## config.mk

```make
export PLATFORM = sky130hd
export DESIGN_NAME = irq_route_top
export DESIGN_NICKNAME = d
export VERILOG_FILES = /design/src/rtl/irq_route_pkg.sv /design/src/rtl/irq_route_sync.sv /design/src/rtl/irq_route_regs.sv /design/src/rtl/irq_route_xbar.sv /design/src/rtl/irq_route_top.sv
export SDC_FILE = /design/constraint.sdc
export NUM_CORES = 1
export LEC_CHECK = 0
export BUFFER_PORTS_ARGS = -buffer_cell sky130_fd_sc_hd__buf_2
export CELL_PAD_IN_SITES_DETAIL_PLACEMENT = 1
export CELL_PAD_IN_SITES_GLOBAL_PLACEMENT = 1
export CORE_ASPECT_RATIO = 0.6
export CORE_MARGIN = 4
export CORE_UTILIZATION = 45
export DETAILED_ROUTE_END_ITERATION = 8
export PLACE_DENSITY = 0.79
export SYNTH_ARGS = -nofsm -noshare
export SYNTH_HDL_FRONTEND = slang
export SYNTH_SLANG_ARGS = --single-unit
```

## constraint.sdc

```tcl
create_clock -name clk_i -period 3.92 [get_ports clk_i]
set_clock_uncertainty 0.1 [all_clocks]
set_input_delay 0.784 -clock clk_i [delete_from_list [all_inputs] [get_ports clk_i]]
set_output_delay 0.784 -clock clk_i [all_outputs]
set_load 0.02 [all_outputs]
```

## src/rtl/irq_route_pkg.sv

```systemverilog
package irq_route_pkg;
  localparam int unsigned NSRC            = 32;
  localparam int unsigned CODE_W          = 4;
  localparam int unsigned WORD_W          = 32;
  localparam int unsigned ADDR_W          = 3;
  localparam int unsigned FIELDS_PER_WORD = WORD_W / CODE_W;
  localparam int unsigned ROUTE_WORDS     = NSRC / FIELDS_PER_WORD;
  localparam int unsigned MAX_OUT         = (1 << CODE_W) - 1;

  localparam logic [ADDR_W-1:0] A_MASK = 3'd0;
  localparam logic [ADDR_W-1:0] A_STAT = 3'd1;
  localparam logic [ADDR_W-1:0] A_RT0  = 3'd2;

  typedef logic [CODE_W-1:0] code_t;
endpackage

```

## src/rtl/irq_route_sync.sv

```systemverilog
module irq_route_sync #(
  parameter int unsigned W      = 32,
  parameter int unsigned STAGES = 2
) (
  input  logic         clk_i,
  input  logic         rst_ni,
  input  logic [W-1:0] d_i,
  output logic [W-1:0] q_o
);
  logic [W-1:0] st_q [STAGES];

  always_ff @(posedge clk_i or negedge rst_ni) begin
    if (!rst_ni) begin
      for (int s = 0; s < STAGES; s++) st_q[s] <= '0;
    end else begin
      st_q[0] <= d_i;
      for (int s = 1; s < STAGES; s++) st_q[s] <= st_q[s-1];
    end
  end

  assign q_o = st_q[STAGES-1];
endmodule

```

## src/rtl/irq_route_regs.sv

```systemverilog
module irq_route_regs
  import irq_route_pkg::*;
(
  input  logic                          clk_i,
  input  logic                          rst_ni,
  input  logic                          req_i,
  input  logic                          we_i,
  input  logic [ADDR_W-1:0]             addr_i,
  input  logic [WORD_W-1:0]             wdata_i,
  input  logic [NSRC-1:0]               status_i,
  output logic [WORD_W-1:0]             rdata_o,
  output logic [NSRC-1:0]               mask_o,
  output logic [NSRC-1:0][CODE_W-1:0]   route_o
);
  logic [WORD_W-1:0]      mask_q;
  logic [WORD_W-1:0]      rt_q [ROUTE_WORDS];
  logic [ROUTE_WORDS-1:0] rt_we;
  logic                   mask_we;

  assign mask_we = req_i && we_i && (addr_i == A_MASK);

  for (genvar j = 0; j < ROUTE_WORDS; j++) begin : g_we
    assign rt_we[j] = req_i && we_i && (addr_i == A_RT0 + ADDR_W'(j));
  end

  always_ff @(posedge clk_i or negedge rst_ni) begin
    if (!rst_ni) begin
      mask_q <= '0;
      for (int j = 0; j < ROUTE_WORDS; j++) rt_q[j] <= '0;
    end else begin
      if (mask_we) mask_q <= wdata_i;
      for (int j = 0; j < ROUTE_WORDS; j++)
        if (rt_we[j]) rt_q[j] <= wdata_i;
    end
  end

  // reversed packing: highest sources live in the lowest word
  for (genvar n = 0; n < NSRC; n++) begin : g_field
    localparam int unsigned WI = ROUTE_WORDS - 1 - n / FIELDS_PER_WORD;
    localparam int unsigned LO = CODE_W * (n % FIELDS_PER_WORD);
    assign route_o[n] = rt_q[WI][LO +: CODE_W];
  end

  assign mask_o = mask_q[NSRC-1:0];

  always_comb begin
    rdata_o = '0;
    if (addr_i == A_MASK) rdata_o = mask_q;
    else if (addr_i == A_STAT) rdata_o = status_i;
    else begin
      for (int j = 0; j < ROUTE_WORDS; j++)
        if (addr_i == A_RT0 + ADDR_W'(j)) rdata_o = rt_q[j];
    end
  end


  mask_wr_chk: assert property (@(posedge clk_i) disable iff (!rst_ni)
    (req_i && we_i && addr_i == A_MASK) |=> (mask_o == $past(wdata_i)));


  stat_ro_chk: assert property (@(posedge clk_i) disable iff (!rst_ni)
    (req_i && we_i && addr_i == A_STAT) |=> ($stable(mask_o) && $stable(route_o)));


  unmapped_wr_chk: assert property (@(posedge clk_i) disable iff (!rst_ni)
    (req_i && we_i && addr_i >= A_RT0 + ADDR_W'(ROUTE_WORDS))
      |=> ($stable(mask_o) && $stable(route_o)));
endmodule

```

## src/rtl/irq_route_xbar.sv

```systemverilog
module irq_route_xbar
  import irq_route_pkg::*;
#(
  parameter int unsigned N_OUT = 6
) (
  input  logic                        clk_i,
  input  logic                        rst_ni,
  input  logic [NSRC-1:0]             mask_i,
  input  logic [NSRC-1:0]             status_i,
  input  logic [NSRC-1:0][CODE_W-1:0] route_i,
  output logic [N_OUT-1:0]            irq_o
);
  logic [NSRC-1:0]  pend;
  logic [N_OUT-1:0] hit;
  logic [N_OUT-1:0] irq_q;

  assign pend = mask_i & status_i;

  // code 0 and codes above N_OUT never match an output index
  always_comb begin
    hit = '0;
    for (int o = 0; o < N_OUT; o++)
      for (int n = 0; n < NSRC; n++)
        if (pend[n] && route_i[n] == CODE_W'(o + 1)) hit[o] = 1'b1;
  end

  always_ff @(posedge clk_i or negedge rst_ni) begin
    if (!rst_ni) irq_q <= '0;
    else         irq_q <= hit;
  end

  assign irq_o = irq_q;


  no_pend_quiet_chk: assert property (@(posedge clk_i) disable iff (!rst_ni)
    (pend == '0) |=> (irq_o == '0));


  all_disc_quiet_chk: assert property (@(posedge clk_i) disable iff (!rst_ni)
    (route_i == '0) |=> (irq_o == '0));
endmodule

```

## src/rtl/irq_route_top.sv

```systemverilog
module irq_route_top
  import irq_route_pkg::*;
#(
  parameter int unsigned N_OUT       = 6,
  parameter int unsigned SYNC_STAGES = 2
) (
  input  logic                  clk_i,
  input  logic                  rst_ni,
  input  logic [NSRC-1:0]       src_i,
  input  logic                  req_i,
  input  logic                  we_i,
  input  logic [ADDR_W-1:0]     addr_i,
  input  logic [WORD_W-1:0]     wdata_i,
  output logic [WORD_W-1:0]     rdata_o,
  output logic [N_OUT-1:0]      irq_o
);
  logic [NSRC-1:0]             status;
  logic [NSRC-1:0]             mask;
  logic [NSRC-1:0][CODE_W-1:0] route;

  irq_route_sync #(.W(NSRC), .STAGES(SYNC_STAGES)) u_sync (
    .clk_i (clk_i),
    .rst_ni(rst_ni),
    .d_i   (src_i),
    .q_o   (status)
  );

  irq_route_regs u_regs (
    .clk_i   (clk_i),
    .rst_ni  (rst_ni),
    .req_i   (req_i),
    .we_i    (we_i),
    .addr_i  (addr_i),
    .wdata_i (wdata_i),
    .status_i(status),
    .rdata_o (rdata_o),
    .mask_o  (mask),
    .route_o (route)
  );

  irq_route_xbar #(.N_OUT(N_OUT)) u_xbar (
    .clk_i   (clk_i),
    .rst_ni  (rst_ni),
    .mask_i  (mask),
    .status_i(status),
    .route_i (route),
    .irq_o   (irq_o)
  );


  rst_quiet_chk: assert property (@(posedge clk_i) disable iff (!rst_ni)
    $rose(rst_ni) |-> (irq_o == '0));
endmodule

```

---- Word level (Yosys, flattened, before mapping) ----
Cells that the tools add are included.
cells by class
  equality and inequality tests ........... 197
  bitwise logic cells ..................... 1
  reductions and logical operators ........ 199
  mux-type cells .......................... 198
operators with widths
  cell                number
  $eq 4x3->1 const B  96
  $eq 4x2->1 const B  64
  $logic_and 1x1->1   198
  $mux 1              192
  $mux 32             6
  $eq 4x1->1 const B  32
  $and 32x32->32      1
  $eq 3x2->1 const B  2
  $eq 3x3->1 const B  2
  $eq 3x1->1 const B  1
  $logic_not 3->1     1
word-level totals
  output and inout port bits .............. 38
  input port bits ......................... 71
  register bits after elaboration ......... 230

---- Logic depth before layout (Yosys ltp) ----
  word-level depth ........................ 34
  depth in mapped cells ................... 7

---- Modules after synthesis ----
From an unflattened synthesis, not the netlist that was laid out.
unflattened totals
  cells, all modules ...................... 972
  area, all modules ....................... 11848.9 sq um
by module, submodules not included
  module          seq. area each (sq um)  cells an instance  times used  area each (sq um)
  irq_route_regs  4003.8                  539                1           7537.2
  irq_route_xbar  150.1                   337                1           2469.9
  irq_route_sync  1601.5                  96                 1           1841.8

---- Worst setup path after synthesis ----
No wires, ideal clock.
  path type ............................... input to output
  from .................................... input port addr_i[0]
  to ...................................... output port rdata_o[10]
  path slack .............................. 1.101 ns
  cell stages on the path ................. 4
  path buffers ............................ 2
  arrival time ............................ 1.935 ns
  cells stage by stage .................... buf_4 > buf_1 > mux2i_1 > o22ai_1
between the ends
  cells in the longest elaborated chain, start to end .. 7
  elaborated cells on any way between the ends .. 12
  those cells by class .................... 5 x eq/ne; 6 x mux; 1 x reduce/logical
RTL lines
  what                   line                  text
  start, declared        irq_route_top.sv:12   input logic [ADDR_W-1:0] addr_i,
  $eq 3x2->1             irq_route_regs.sv:52  if (addr_i == A_RT0 + ADDR_W'(j)) rdata_o = rt_q[j];
  $mux 32 (4 in series)  irq_route_regs.sv:52
  $mux 32                irq_route_regs.sv:49  else if (addr_i == A_STAT) rdata_o = status_i;
  $mux 32 *              irq_route_regs.sv:48  if (addr_i == A_MASK) rdata_o = mask_q;
  end, declared          irq_route_top.sv:14   output logic [WORD_W-1:0] rdata_o,
Every way passes the cells marked *; elsewhere a longest branch is shown, timed or not.

---- Worst setup path after layout ----
  from .................................... input port addr_i[0]
  to ...................................... output port rdata_o[12]
The elaborated chain is that of the path after synthesis.

==> results.md <==
- Sinks on Clock Net: 230
- Status: finished, final reports clean
- Clk Latency, worst-skew pair: 0.53 ns
- Area growth from synthesis to layout: 15.5%
- RSZ-0062 raised after global routing: no
- Fin. max-slew vios: 0
- Hold-fix buffers at CTS: 0
- Final weighted congestion in routability-driven placement: 1.01
- Number of enable flip-flop cells after synthesis: 0
- Nets: 1107
- Async SR Flop Fraction: 1.00
- Initial drt markers: between 900 and 1000
- Total Neg Setup Slack: 0 ns
- Avg Cell Area, Syn: approximately 13 um2
- Power density over the cells: 561 nW/um2
- Number of CTS-inserted buffers: 22
- Highest-count cells in the layout ignoring fill and taps: sky130_fd_sc_hd__dfrtp_1 (230), sky130_fd_sc_hd__mux2_2 (148), sky130_fd_sc_hd__buf_2 (106)
- Register clock-pin slew on the reported worst setup and hold paths: about 0.070 ns
- Fraction of layout cells with a size suffix above 1: 0.341
- Number of hold-slack violations in the final timing report: 0
- Final wirelength: 43400 um
- Endpoint kind of the worst setup timing path: primary output
- Pre-antenna DRT Iters: 5
- Maximum number of pins on one net before global-route repair: about 110
- Overall via count from detail_route: ~9100
- GRT overflow: 0
- Relative slew margins: 0.247
- Critical path required time: between 3 and 4 ns
- Area of the core: between 20000 and 25000 um2
- Netlist area before placement: about 11000 um2
- Cell variety after synth: 54
- Clock period minus final worst setup slack: 3.18 ns
- Portion of the clock cycle consumed by the worst path in the final layout: 0.810
- Die Span Y: 132 um
- Antenna-violating nets left: 0
- Estimated wirelength of the detail-placed design: 33000 um
- Std cell rows: between 40 and 50
- Number of primary I/O pins: 109
- Final total power: about 0.0074 W
- Starting Density: 0.466
- Number of synthesis warnings: 0
- Final setup vio count: 0
- CTS tree: done
- Share of synthesized area occupied by flip-flops and latches: 0.501
- Biggest area contributors in the synthesized netlist: sky130_fd_sc_hd__dfrtp_1 (50%), sky130_fd_sc_hd__mux2_2 (15%), sky130_fd_sc_hd__mux4_2 (6.3%), sky130_fd_sc_hd__mux2i_1 (2.8%), sky130_fd_sc_hd__nand4b_1 (2.3%)
- Cell taking the most area after synthesis: sky130_fd_sc_hd__dfrtp_1
- Slowest cell delay on critical path: 0.55 ns
- Clock tree root driver cell: sky130_fd_sc_hd__clkbuf_16
- Number of antenna violations at the first check in global routing: 2
- Yosys top cell area share: 0.501
- Routed WL per cell: 31.7 um
- Maximum net fanout on the critical path: 24
- Startpoint class of the critical path: input pin
- Resized Gates After CTS: 0
- Number of diodes added for antenna fixing: 0
- Flip-flop and latch count after synthesis: 230
- Cell Chain, Critical Path: buf_4 > buf_12 > mux4_2 > inv_1 > o22ai_1 > buf_2
- Worst VDD drop: 0.348 mV
- Via density: between 6 and 7
- Critical path type: in -> out
- Remaining routing DRC violations: 0
- Via count of the first global-routing pass: a little over 9000
- Slew at the pin closest to its max-slew limit: 1.11 ns
- Class of the most critical hold timing path: in -> async
- Worst path slowest cell: sky130_fd_sc_hd__mux4_2
- Most common cell after layout, fill and taps aside: sky130_fd_sc_hd__dfrtp_1
- Clock tree buffer depth: 3
- Die boundary width: about 210 um
- Post-CTS Setup Repair Bufs: 0
- Gate count of the mapped netlist: between 900 and 1000
- Worst Path Arrival: around 2.3 ns
- Static leakage power: approximately 5.6 nW
- Number of max-cap violations: 0
- Top flip-flop cell by instance count after synthesis: sky130_fd_sc_hd__dfrtp_1
- Total of buffers placed on input and output ports: between 100 and 150
- Number of nets in the synthesized netlist: a little under 1000
- Floorplan die area: roughly 28000 um2
- GRT Util Overall: 0.302
- Wire length of the first global-routing pass: about 64000 um
- Highest attainable clock frequency: around 0.31 GHz
- Htree depth: 1
routing by layer:
metal | share of wire | global-route usage | wire (um)
met2 | 0.41 | 0.422 | 17800
met5 | 0.0017 | 0.0183 | 73
met4 | 0.014 | 0.0446 | 618
met1 | 0.47 | 0.476 | 20300
met3 | 0.11 | 0.0827 | 4560
registers in the layout, summed over array words and instances (netlist names):
signal          flops
u_regs.route_o    128
u_sync.q_o         32
u_xbar.irq_o        6
u_regs.mask_o      32
u_sync.st_q        32
worst max-delay path, delay by kind of cell:
family / cells / cell delay [ns]
buf+inv: 4 / 0.81
mux: 1 / 0.55
compound gates: 1 / 0.10
final cells by class:
type,count,area (um2)
Clock inverter,11,134
Sequential cell,230,5760
Clock buffer,26,607
Tap cell,322,403
Timing Repair Buffer,128,791
Multi-Input combinational cell,608,5400
Fill cell,2539,11400
Inverter,46,173
cells by family after synthesis:
group / Yosys count / synth area share
buf+inv: 81 / 0.0306
simple gates: 301 / 0.173
compound gates: 94 / 0.0590
flops: 230 / 0.501
mux: 213 / 0.237
synth_stat cells, types with 7 or more instances:
| master | instances |
|---|---|
| sky130_fd_sc_hd__nand3b_1 | 15 |
| sky130_fd_sc_hd__buf_2 | 14 |
| sky130_fd_sc_hd__o22ai_1 | 37 |
| sky130_fd_sc_hd__clkbuf_1 | 11 |
| sky130_fd_sc_hd__nor2b_1 | 9 |
| sky130_fd_sc_hd__and3_1 | 7 |
| sky130_fd_sc_hd__nand4b_1 | 30 |
| sky130_fd_sc_hd__buf_4 | 8 |
| sky130_fd_sc_hd__mux2_2 | 148 |
| sky130_fd_sc_hd__nand2_1 | 27 |
| sky130_fd_sc_hd__nor4bb_1 | 18 |
| sky130_fd_sc_hd__a31oi_1 | 7 |
| sky130_fd_sc_hd__nand2b_1 | 27 |
| sky130_fd_sc_hd__nand3_1 | 23 |
| sky130_fd_sc_hd__inv_1 | 46 |
| sky130_fd_sc_hd__o21ai_0 | 15 |
| sky130_fd_sc_hd__nor3b_1 | 26 |
| sky130_fd_sc_hd__dfrtp_1 | 230 |
| sky130_fd_sc_hd__nor4_1 | 25 |
| sky130_fd_sc_hd__nand4_1 | 9 |
| sky130_fd_sc_hd__mux4_2 | 32 |
| sky130_fd_sc_hd__mux2i_1 | 32 |
| sky130_fd_sc_hd__or3_1 | 7 |
| sky130_fd_sc_hd__nor2_1 | 16 |
| sky130_fd_sc_hd__nor3_1 | 31 |
power breakdown:
part / switching (W) / total, W / internal (W)
Sequential: 0.000771 / 0.00359 / 0.00282
Clock: 0.000937 / 0.00224 / 0.00130
Combinational: 0.000808 / 0.00161 / 0.000805
Total: 0.00252 / 0.00744 / 0.00492
per-stage QoR:
stage	instances	cell area [um2]	hold slack [ns]	setup slack [ns]	util
after detailed placement	1334	12500	0.236	0.790	0.508
after global placement	1334	12500	0.232	0.821	0.508
after global routing	1371	13300	0.236	0.672	0.538
final	1371	13300	0.209	0.745	0.538
after CTS	1371	13300	0.238	0.749	0.538
after floorplan	919	11500	0.231	1.10	-
final timing paths:
| path | from | to | slack, ns | depth (start not counted) |
|---|---|---|---|---|
| setup / recovery | addr_i[0] | rdata_o[12] | 0.74 | 6 |
| hold / removal | rst_ni | u_sync.st_q[56] | 0.21 | 1 |
| setup reg to reg | u_sync.q_o[3] | u_xbar.irq_o[3] | 1.41 | 5 |
| hold reg to reg | u_sync.st_q[47] | u_sync.q_o[15] | 0.25 | 0 |
| max in group asynchronous | rst_ni | u_regs.route_o[49] | 2.63 | 2 |
| min in group clk_i | u_sync.st_q[47] | u_sync.q_o[15] | 0.25 | 0 |
No activity file was read; power rests on OpenSTA's default activity.
